===== config.mk =====
export PLATFORM = sky130hd
export DESIGN_NAME = bsz_sequencer
export DESIGN_NICKNAME = d
export VERILOG_FILES = /design/src/rtl/bsz_pkg.sv /design/src/rtl/bsz_area_cfg.sv /design/src/rtl/bsz_lane_plan.sv /design/src/rtl/bsz_data_steer.sv /design/src/rtl/bsz_sequencer.sv
export SDC_FILE = /design/constraint.sdc
export NUM_CORES = 1
export LEC_CHECK = 0
export ABC_AREA = 1
export BUFFER_PORTS_ARGS = -buffer_cell sky130_fd_sc_hd__buf_4
export CORE_MARGIN = 2
export CORE_UTILIZATION = 40
export CTS_CLUSTER_DIAMETER = 150
export DETAILED_ROUTE_END_ITERATION = 7
export PLACE_DENSITY = 0.68
export SYNTH_ARGS = -nofsm -noshare
export SYNTH_HDL_FRONTEND = slang
export SYNTH_SLANG_ARGS = --single-unit
export TNS_END_PERCENT = 30

===== constraint.sdc =====
create_clock -name clk -period 2.6 [get_ports clk]
set_clock_uncertainty 0.15 [all_clocks]
set_input_delay 0.65 -clock clk [delete_from_list [all_inputs] [get_ports clk]]
set_output_delay 0.65 -clock clk [all_outputs]
set_load 0.01 [all_outputs]

===== src/rtl/bsz_pkg.sv =====
package bsz_pkg;

    localparam int OP_BYTES  = 4;
    localparam int OP_W      = 8 * OP_BYTES;
    localparam int LANES     = 2;
    localparam int BUS_W     = 8 * LANES;
    localparam int CNT_W     = $clog2(OP_BYTES + 1);
    localparam int IDX_W     = $clog2(OP_BYTES);
    localparam int CFG_EN_BIT = 7;
    localparam int CFG_W8_BIT = 3;

    typedef enum logic [0:0] {
        ST_IDLE = 1'b0,
        ST_BUS  = 1'b1
    } seq_state_e;

    function automatic logic [CNT_W-1:0] op_bytes(input logic [1:0] sz);
        case (sz)
            2'd0:    return CNT_W'(1);
            2'd1:    return CNT_W'(2);
            default: return CNT_W'(4);
        endcase
    endfunction

endpackage


===== src/rtl/bsz_area_cfg.sv =====
module bsz_area_cfg
    import bsz_pkg::*;
#(
    parameter int AREA_W = 2,
    parameter logic [(1<<AREA_W)-1:0] EN_RST = 4'b0100,
    parameter logic [(1<<AREA_W)-1:0] W8_RST = '0
) (
    input  logic                     clk,
    input  logic                     rst_n,
    input  logic                     cfg_we,
    input  logic [AREA_W-1:0]        cfg_area,
    input  logic [7:0]               cfg_data,
    output logic [(1<<AREA_W)-1:0]   area_en,
    output logic [(1<<AREA_W)-1:0]   area_w8
);
    localparam int NUM_AREAS = 1 << AREA_W;

    typedef struct packed {
        logic [NUM_AREAS-1:0] en;
        logic [NUM_AREAS-1:0] w8;
    } cfg_t;

    cfg_t cfg_d, cfg_q;

    always_comb begin
        cfg_d = cfg_q;
        for (int a = 0; a < NUM_AREAS; a++) begin
            if (cfg_we && (cfg_area == AREA_W'(a))) begin
                cfg_d.en[a] = cfg_data[CFG_EN_BIT];
                cfg_d.w8[a] = cfg_data[CFG_W8_BIT];
            end
        end
    end

    always_ff @(posedge clk or negedge rst_n) begin
        if (!rst_n) begin
            cfg_q.en <= EN_RST;
            cfg_q.w8 <= W8_RST;
        end else begin
            cfg_q <= cfg_d;
        end
    end

    assign area_en = cfg_q.en;
    assign area_w8 = cfg_q.w8;

endmodule


===== src/rtl/bsz_lane_plan.sv =====
module bsz_lane_plan
    import bsz_pkg::*;
(
    input  logic             width8,
    input  logic             addr_odd,
    input  logic [CNT_W-1:0] remain,
    input  logic [IDX_W-1:0] idx,
    output logic [LANES-1:0] lanes,
    output logic [CNT_W-1:0] step,
    output logic [IDX_W-1:0] lo_idx,
    output logic [IDX_W-1:0] hi_idx
);
    always_comb begin
        lo_idx = idx;
        hi_idx = idx;
        if (width8) begin
            lanes = 2'b01;
            step  = CNT_W'(1);
        end else if (addr_odd) begin
            lanes = 2'b10;
            step  = CNT_W'(1);
        end else if (remain >= CNT_W'(2)) begin
            lanes  = 2'b11;
            step   = CNT_W'(2);
            hi_idx = idx + IDX_W'(1);
        end else begin
            lanes = 2'b01;
            step  = CNT_W'(1);
        end
    end

endmodule


===== src/rtl/bsz_data_steer.sv =====
module bsz_data_steer
    import bsz_pkg::*;
(
    input  logic             write,
    input  logic [LANES-1:0] lanes,
    input  logic [IDX_W-1:0] lo_idx,
    input  logic [IDX_W-1:0] hi_idx,
    input  logic [OP_W-1:0]  wdata,
    input  logic [BUS_W-1:0] din,
    input  logic [OP_W-1:0]  rd_cur,
    output logic [BUS_W-1:0] dout,
    output logic [OP_W-1:0]  rd_next
);
    logic [7:0] wbyte_lo, wbyte_hi;

    assign wbyte_lo = wdata[{lo_idx, 3'b000} +: 8];
    assign wbyte_hi = wdata[{hi_idx, 3'b000} +: 8];

    assign dout[7:0]  = (write && lanes[0]) ? wbyte_lo : 8'h00;
    assign dout[15:8] = (write && lanes[1]) ? wbyte_hi : 8'h00;

    for (genvar b = 0; b < OP_BYTES; b++) begin : g_merge
        assign rd_next[8*b +: 8] =
            (lanes[0] && (lo_idx == IDX_W'(b))) ? din[7:0]  :
            (lanes[1] && (hi_idx == IDX_W'(b))) ? din[15:8] :
                                                  rd_cur[8*b +: 8];
    end

endmodule


===== src/rtl/bsz_sequencer.sv =====
module bsz_sequencer
    import bsz_pkg::*;
#(
    parameter int ADDR_W = 24,
    parameter int AREA_W = 2,
    parameter logic [(1<<AREA_W)-1:0] AREA_EN_RST = 4'b0100,
    parameter logic [(1<<AREA_W)-1:0] AREA_W8_RST = '0
) (
    input  logic              clk,
    input  logic              rst_n,
    input  logic              req_valid,
    output logic              req_ready,
    input  logic [1:0]        req_size,
    input  logic [ADDR_W-1:0] req_addr,
    input  logic [AREA_W-1:0] req_area,
    input  logic              req_write,
    input  logic [31:0]       req_wdata,
    output logic              done,
    output logic [31:0]       rdata,
    input  logic              cfg_we,
    input  logic [AREA_W-1:0] cfg_area,
    input  logic [7:0]        cfg_data,
    output logic              bus_req,
    output logic [ADDR_W-1:0] bus_addr,
    output logic [1:0]        bus_lane_en,
    output logic [1:0]        bus_oe,
    output logic [1:0]        bus_wstb,
    output logic [15:0]       bus_dout,
    input  logic [15:0]       bus_din,
    input  logic              bus_ack
);
    localparam int NUM_AREAS = 1 << AREA_W;

    typedef struct packed {
        seq_state_e        st;
        logic [ADDR_W-1:0] addr;
        logic [IDX_W-1:0]  idx;
        logic [CNT_W-1:0]  rem;
        logic              w8;
        logic              wr;
        logic [OP_W-1:0]   wdata;
        logic [OP_W-1:0]   rdata;
        logic              done;
    } ctx_t;

    ctx_t ctx_d, ctx_q;

    logic [NUM_AREAS-1:0] area_en, area_w8;
    logic [LANES-1:0]     lanes;
    logic [CNT_W-1:0]     step;
    logic [IDX_W-1:0]     lo_idx, hi_idx;
    logic [BUS_W-1:0]     steer_dout;
    logic [OP_W-1:0]      rd_merged;
    logic                 busy;

    bsz_area_cfg #(
        .AREA_W (AREA_W),
        .EN_RST (AREA_EN_RST),
        .W8_RST (AREA_W8_RST)
    ) u_cfg (
        .clk      (clk),
        .rst_n    (rst_n),
        .cfg_we   (cfg_we),
        .cfg_area (cfg_area),
        .cfg_data (cfg_data),
        .area_en  (area_en),
        .area_w8  (area_w8)
    );

    bsz_lane_plan u_plan (
        .width8   (ctx_q.w8),
        .addr_odd (ctx_q.addr[0]),
        .remain   (ctx_q.rem),
        .idx      (ctx_q.idx),
        .lanes    (lanes),
        .step     (step),
        .lo_idx   (lo_idx),
        .hi_idx   (hi_idx)
    );

    bsz_data_steer u_steer (
        .write   (ctx_q.wr),
        .lanes   (lanes),
        .lo_idx  (lo_idx),
        .hi_idx  (hi_idx),
        .wdata   (ctx_q.wdata),
        .din     (bus_din),
        .rd_cur  (ctx_q.rdata),
        .dout    (steer_dout),
        .rd_next (rd_merged)
    );

    always_comb begin
        ctx_d      = ctx_q;
        ctx_d.done = 1'b0;
        unique case (ctx_q.st)
            ST_IDLE: begin
                if (req_valid) begin
                    ctx_d.rdata = '0;
                    if (area_en[req_area]) begin
                        ctx_d.st    = ST_BUS;
                        ctx_d.addr  = req_addr;
                        ctx_d.idx   = '0;
                        ctx_d.rem   = op_bytes(req_size);
                        ctx_d.w8    = area_w8[req_area];
                        ctx_d.wr    = req_write;
                        ctx_d.wdata = req_wdata;
                    end else begin
                        ctx_d.done  = 1'b1;
                    end
                end
            end
            ST_BUS: begin
                if (bus_ack) begin
                    if (!ctx_q.wr) begin
                        ctx_d.rdata = rd_merged;
                    end
                    ctx_d.addr = ctx_q.addr + ADDR_W'(step);
                    ctx_d.idx  = ctx_q.idx + IDX_W'(step);
                    ctx_d.rem  = ctx_q.rem - step;
                    if (ctx_q.rem == step) begin
                        ctx_d.st   = ST_IDLE;
                        ctx_d.done = 1'b1;
                    end
                end
            end
            default: ctx_d.st = ST_IDLE;
        endcase
    end

    always_ff @(posedge clk or negedge rst_n) begin
        if (!rst_n) begin
            ctx_q <= '0;
        end else begin
            ctx_q <= ctx_d;
        end
    end

    assign busy        = (ctx_q.st == ST_BUS);
    assign req_ready   = !busy;
    assign bus_req     = busy;
    assign bus_addr    = ctx_q.addr;
    assign bus_lane_en = busy ? lanes : 2'b00;
    assign bus_oe      = (busy && ctx_q.wr) ? lanes : 2'b00;
    assign bus_wstb    = (busy && ctx_q.wr) ? lanes : 2'b00;
    assign bus_dout    = busy ? steer_dout : 16'h0000;
    assign done        = ctx_q.done;
    assign rdata       = ctx_q.rdata;

endmodule


==> summary.txt, run 1 <==
Floorplan
  – FP Rows: 47
  – Top Ports: approximately 170
  – Die H: between 100 and 150 um
  – Horiz. Die Dim: between 100 and 150 um
  – Initial Util: 0.409
  – Core ar.: around 17000 um^2
  – Die area: about 18000 um^2

Power
  – Clock network power share: 0.141
  – Switching Share: 0.458
  – Peak supply drop: between 0.5 and 0.6 mV
  – NetSw: around 4.5 mW
  – Logic pwr share: 0.576
  – Internal power: between 5 and 6 mW
  – Overall power: ~9.9 mW
  – Leak pwr: between 4 and 5 nW
  – PD cells: roughly 1200 nW/um^2
  – Sequential share of power: 0.283

Setup path
  – Worst-path maximum fanout: 6
  – CP Capture Type: output pin
  – Reg2reg setup slack: 0.11 ns
  – Setup crit start: bus_addr[0]$_DFFE_PN0P_
  – R2R depth: 14
  – Worst EP arrival: roughly 1.9 ns
  – R2R Path End: bus_addr[16]$_DFFE_PN0P_
  – Critical Path RT: about 1.8 ns
  – Startpoint Class: register
  – Crit path kind: reg2out
  – Crit path capture: bus_dout[15]
  – Reg2reg start: bus_addr[0]$_DFFE_PN0P_

Clocking
  – Longest Clk Path Bufs: 2
  – Post-CTS Hold Fix Bufs: 0
  – CTS H-Tree Depth: 3
  – Worst skew pair latency: 0.35 ns
  – # clock sinks: about 110
  – Clk root buf: clkbuf_16
  – Clk slew on worst S/H paths: around 0.080 ns
  – Number of CTS-inserted buffers: 9
  – CTS tree: built

Global routing
  – Total GRT Usage: 0.205
  – Grt ovf: 0
  – Initial antenna violation count: 0
  – Vias in the first global route: ~6100
  – First-pass GRT wire length: a little under 30000 um
  – Pin count of the biggest net entering global routing: 106

Routing
  – Detailed-router iteration count before antenna repair: 5
  – Post-Route WL: roughly 18000 um
  – DRT iter0 DRCs: about 380
  – Post-route DRC violation count: 0
  – Routed len/inst: around 14 um
  – Via count: 6340
  – Remaining antenna violation count after routing: 0
  – Vias per std cell: slightly below 5

Outcome
  – Violated checks: negative setup slack
  – Status: complete, but fails checks

Timing
  – Unrepaired setup endpoints after global routing: yes
  – Final min period: ~2.7 ns
  – Setup tns final: -0.541 ns
  – Final count of pins violating max slew: 0
  – Slew margin rel.: 0.618
  – Fin worst setup slack: -0.119 ns
  – Worst hold margin: about 0.21 ns
  – Period utilization: 1.05
  – Worst Max-Slew Pin Slew: between 0.5 and 0.6 ns
  – Hold Fails Final Rpt: 0
  – Fmax: 0.368 GHz
  – Setup violators final: 8

Cells and area
  – Most frequent cells in the layout: nand2_1 (296), buf_4 (195), dfrtp_1 (104), nand3_1 (70), nor2_1 (69)
  – Sequential Area: ~2600 um^2
  – Area Growth Syn to Fin: 24.4%
  – Most common cell after layout, fill and taps aside: nand2_1
  – # nets final: 1155
  – Filler cells: ~1700
  – Fin cells: around 1300
  – Layout cells sized above 1: 0.278
  – Multi-input gate area: 3330 um^2
  – Fin area: 8440 um^2
  – Antenna diodes: 0

Yosys
  – Synth warn: 0
  – Main area contributors after synthesis: dfrtp_1 (38%), nand2_1 (17%), buf_4 (6.7%)
  – Synthesized instance count: about 930
  – Net count after synthesis: 1034
  – Avg Inst Size Synth: about 7.3 um^2
  – Post-Synth XOR/XNOR Area: 0.00129
  – Synth top area share: 0.384
  – Count of state elements after synthesis: about 110
  – Post-synth EDFFs: 0
  – Compound-Gate Fraction of Synth Area: 0.130
  – Synth area leader: dfrtp_1
  – Largest family of logic cells by synthesized area: simple AND/OR/NAND/NOR gates
  – Adder-cell share of the synthesized area: 0.0225
  – FFs w/ async S/R, synth: 1.00
  – Top_reg_cell synth: dfrtp_1
  – Simple-Gate Fraction of Synth Area: 0.324
  – Multiplexer share of the synthesized area: 0
  – Post-Synthesis Cell Area: about 6800 um^2
  – Number of library cell types mapped by synthesis: 38
  – Sequential area share after synthesis: 0.387

Place
  – Placement Cell Area: a little under 8000 um^2
  – Routability cong.: between 0.8 and 0.9
  – DP HPWL: about 13000 um
  – DP Cell Count: 1248
  – Port Buffers: approximately 170

Min path
  – Type of the tightest min-delay check: in2async

Flow run
  – Max-cap violations: 0
-- timing repair --
action / 4_1_cts / 5_1_grt
pin swaps: 9 / 3
setup endpoints to repair: 8 / 23
gates resized for setup: 15 / 19
hold endpoints to repair: 0 / 0
setup buffers: 9 / 2
gates cloned: 1 / 1
-- worst max-delay path, cell delays in order, from the launching register on --
cell and delay, ns:
dfrtp_1 0.39, inv_2 0.12, nand4_1 0.17, nand2_4 0.19, clkbuf_16 0.17, nand2_1 0.08, o21ai_2 0.08, nand2_1 0.08
a21oi_2 0.14, buf_4 0.14
-- state kept, by name, indices dropped and copies added, names as in the netlist --
signal and count:
bus_addr 24, bus_req 1, ctx_q 39, done 1, rdata 32, u_cfg.area_en 4
u_cfg.area_w8 4
-- cell usage after synthesis (4+ instances only) --
| master | number |
|---|---|
| a211oi_1 | 24 |
| buf_2 | 16 |
| inv_2 | 8 |
| nand3_1 | 71 |
| nor3_1 | 16 |
| inv_1 | 63 |
| buf_4 | 61 |
| nand3_2 | 4 |
| clkbuf_1 | 8 |
| o21ai_0 | 56 |
| dfrtp_1 | 104 |
| nand4_1 | 5 |
| buf_6 | 4 |
| o21ai_2 | 5 |
| nor2_2 | 4 |
| nor2_4 | 4 |
| ha_1 | 9 |
| nor2_1 | 72 |
| nand2_2 | 7 |
| o211ai_1 | 10 |
| a21oi_1 | 41 |
| nand2_1 | 301 |
| nand2_4 | 12 |
| o21ai_1 | 7 |
-- layout make-up --
type                       count  area share
inverter                      72      0.0329
tap                          220      0.0326
clock buffer                  10      0.0271
clock inverter                 6     0.00815
sequential                   105       0.311
multi-input combinational    661       0.395
timing repair buffer         203       0.193
-- layer usage --
layer,track usage,vias to the layer above,wire (um)
met5,0,-,0
met3,0.0336,29,1050
met1,0.279,2926,8300
li1,-,3211,-
met4,0.0737,0,391
met2,0.330,174,8630
-- power groups by stage --
| stage | Sequential [mW] | Combinational [mW] | Clock, mW |
|---|---|---|---|
| finish | 2.80 | 5.69 | 1.39 |
| global route | 2.88 | 6.31 | 1.49 |
| CTS | 2.79 | 5.51 | 1.43 |
| detailed placement | 2.82 | 5.17 | 0 |
| global placement | 2.81 | 5.08 | 0 |
| floorplan | 2.68 | 3.94 | 0 |
-- kinds of logic (layout without fill, tap and decap cells) --
family	count (synthesis)	count (layout)
simple gates	499	499
buf+inv	165	291
compound gates	150	150
flops	105	105
fa+ha+maj	11	11
xor+xnor	1	1
-- through the flow --
stage / setup WS, ns / util
detailed placement: 0.0870 / 0.477
CTS: -0.0725 / 0.503
finish: -0.119 / 0.509
floorplan: 0.00371 / -
global route: -0.194 / 0.509
global placement: 0.0711 / 0.477
-- how the worst min path moves through the flow --
stage | end | slack [ns] | cells after the start
floorplan | bus_addr[0]$_DFFE_PN0P_ | 0.20 | 0
global placement | rdata[12]$_DFFE_PN0P_ | 0.31 | 2
detailed placement | rdata[12]$_DFFE_PN0P_ | 0.31 | 2
CTS | u_cfg.area_w8[3]$_DFFE_PN0P_ | 0.24 | 2
global route | ctx_q[42]$_DFFE_PN0P_ | 0.26 | 2
finish | u_cfg.area_w8[3]$_DFFE_PN0P_ | 0.21 | 2
No activity file was read; power rests on OpenSTA's default activity.
==> run 2: changes to the inputs <==
- CELL_PAD_IN_SITES_DETAIL_PLACEMENT: not set -> 0
- CELL_PAD_IN_SITES_GLOBAL_PLACEMENT: not set -> 1
- CORE_UTILIZATION: 40 -> 35
- PLACE_DENSITY: 0.68 -> 0.81
==> run 2 against run 1 <==
  * Die area is 14% higher
  * Largest power group unchanged
  * The run still ends with negative setup slack left
  * Critical path depth is 1 lower
  * Via count is 2.0% lower
  * Highest routed layer unchanged
==> summary.txt, run 2 (synthesized netlist as in run 1, its figures left out) <==
Outcome
  – Status: complete, but fails checks
  – Violated checks: negative setup slack

Timing
  – Period utilization: 1.07
  – Worst hold margin: 0.143 ns
  – Hold Fails Final Rpt: 0
  – Fin worst setup slack: -0.193 ns
  – Slew margin rel.: 0.620
  – Fmax: 0.358 GHz
  – Setup tns final: -1.33 ns
  – Final min period: 2.79 ns
  – Unrepaired setup endpoints after global routing: yes
  – Worst Max-Slew Pin Slew: ~0.57 ns
  – Final count of pins violating max slew: 0
  – Setup violators final: 8

Power
  – Leak pwr: between 4 and 5 nW
  – Peak supply drop: about 0.53 mV
  – PD cells: ~1200 nW/um^2

Cells and area
  – # nets final: around 1200
  – Antenna diodes: 0
  – Layout cells sized above 1: 0.271
  – Most frequent cells in the layout: nand2_1 (296), buf_4 (192), dfrtp_1 (104), nor2_1 (72), nand3_1 (71)
  – Fin cells: around 1300
  – Reg with most FFs: ctx_q
  – Most common cell after layout, fill and taps aside: nand2_1
  – Fin area: roughly 8500 um^2
  – Max reg flops: 39
  – Area Growth Syn to Fin: 25.0%
  – Fin util: 0.449
  – Filler cells: 1990

Routing
  – Routed len/inst: roughly 15 um
  – Remaining antenna violation count after routing: 0
  – DRT iter0 DRCs: 334
  – Vias per std cell: ~4.7
  – Detailed-router iteration count before antenna repair: 6
  – Post-route DRC violation count: 0
  – Post-Route WL: approximately 19000 um
  – Via count: 6213

Global routing
  – First-pass GRT wire length: a little over 30000 um
  – Initial antenna violation count: 0
  – Grt met3 use: 0.0288
  – Vias in the first global route: 6016
  – Total GRT Usage: 0.191
  – Grt met1 use: 0.272
  – Met2 usage: 0.305
  – Grt ovf: 0
  – Pin count of the biggest net entering global routing: 42
  – Gr busiest metal: met2

Setup path
  – R2R Path End: bus_addr[21]$_DFFE_PN0P_
  – CP peak stage delay: around 0.42 ns
  – R2R depth: 14
  – Worst EP arrival: a little under 2 ns
  – Reg2reg setup slack: ~0.26 ns
  – Worst path slowest cell: dfrtp_1
  – Worst-path maximum fanout: 5
  – Critical Path RT: ~1.8 ns
  – Setup crit start: ctx_q[70]$_DFFE_PN0P_
  – Reg2reg start: ctx_q[68]$_DFFE_PN0P_
  – Cell Chain, Critical Path: inv_4 > ha_4 > inv_2 > nand4_1 > nand2_4 > nand2_2 > a21oi_2 > buf_4
  – Crit path kind: reg2out
  – CP Capture Type: output pin
  – Startpoint Class: register
  – Crit path capture: bus_dout[15]

Clocking
  – Post-CTS Hold Fix Bufs: 0
  – CTS H-Tree Depth: 3
  – Longest Clk Path Bufs: 2
  – # clock sinks: around 110
  – Clk slew on worst S/H paths: ~0.07 ns
  – Worst skew pair latency: between 0.3 and 0.4 ns
  – CTS tree: built
  – Clk root buf: clkbuf_16
  – Number of CTS-inserted buffers: 9

Floorplan
  – Core ar.: ~19000 um^2
  – Horiz. Die Dim: between 100 and 150 um
  – Die area: between 20000 and 25000 um^2
  – Die H: 143 um
  – FP Rows: 50
  – Initial Util: 0.359
  – Top Ports: around 170

Place
  – Routability cong.: slightly above 0.8
  – Placement Cell Area: roughly 7900 um^2
  – DP Cell Count: approximately 1300
  – DP HPWL: ~14000 um
  – Port Buffers: 166

Flow run
  – Max-cap violations: 0

Min path
  – Type of the tightest min-delay check: in2async
-- run 2: worst min path at each step --
| stage | start | end | slack (ns) | cells after the start |
|---|---|---|---|---|
| 5_1_grt | rst_n | ctx_q[41]$_DFFE_PN0P_ | 0.17 | 1 |
| 3_5_place_dp | rdata[12]$_DFFE_PN0P_ | rdata[12]$_DFFE_PN0P_ | 0.31 | 2 |
| 6_report | rst_n | ctx_q[42]$_DFFE_PN0P_ | 0.14 | 1 |
| 4_1_cts | rst_n | ctx_q[37]$_DFFE_PN0P_ | 0.15 | 1 |
| 3_3_place_gp | rdata[23]$_DFFE_PN0P_ | rdata[23]$_DFFE_PN0P_ | 0.31 | 2 |
| 2_1_floorplan | rst_n | bus_addr[0]$_DFFE_PN0P_ | 0.20 | 0 |
-- run 2: area by class of cell --
type,count,area [um^2],area share
multi-input cells,662,3330,0.392
flip-flops and latches,105,2630,0.310
repair buffers,199,1570,0.185
well taps,260,325,0.0384
inverters,72,284,0.0335
clock buffers,10,229,0.0270
clock inverters,6,115,0.0136
-- run 2: repair_timing --
action / 4_1_cts / 5_1_grt
cloned: 1 / 1
endpoints found under the setup margin: 8 / 10
gates resized for setup: 19 / 10
setup buffers: 6 / 3
pin swaps: 7 / 11
-- run 2: worst max-delay path: cells and delay by family (launching register included) --
family / cells / cell delay, ns
AO/OA/AOI/OAI: 1 / 0.18
adder cells (fa/ha/maj): 1 / 0.20
buffers and inverters: 3 / 0.29
flip-flops: 1 / 0.42
AND/OR/NAND/NOR: 3 / 0.54
-- run 2: metrics by stage --
step	power (mW)	worst slack [ns]
finish	10.0	-0.193
global route	10.9	-0.271
CTS	9.93	-0.128
detailed placement	7.99	0.160
global placement	7.93	0.147
floorplan	6.61	0.00371
-- run 2: metal layers --
metal	vias up	wire, um
li1	3200	-
met1	2853	9360
met2	145	8860
met3	15	876
met4	0	233
met5	-	0
-- run 2: power by group --
part | switching (mW) | internal (mW) | total, mW
Sequential | 0.525 | 2.27 | 2.79
Clock | 0.643 | 0.948 | 1.59
Combinational | 3.39 | 2.25 | 5.64
Total | 4.56 | 5.47 | 10.0
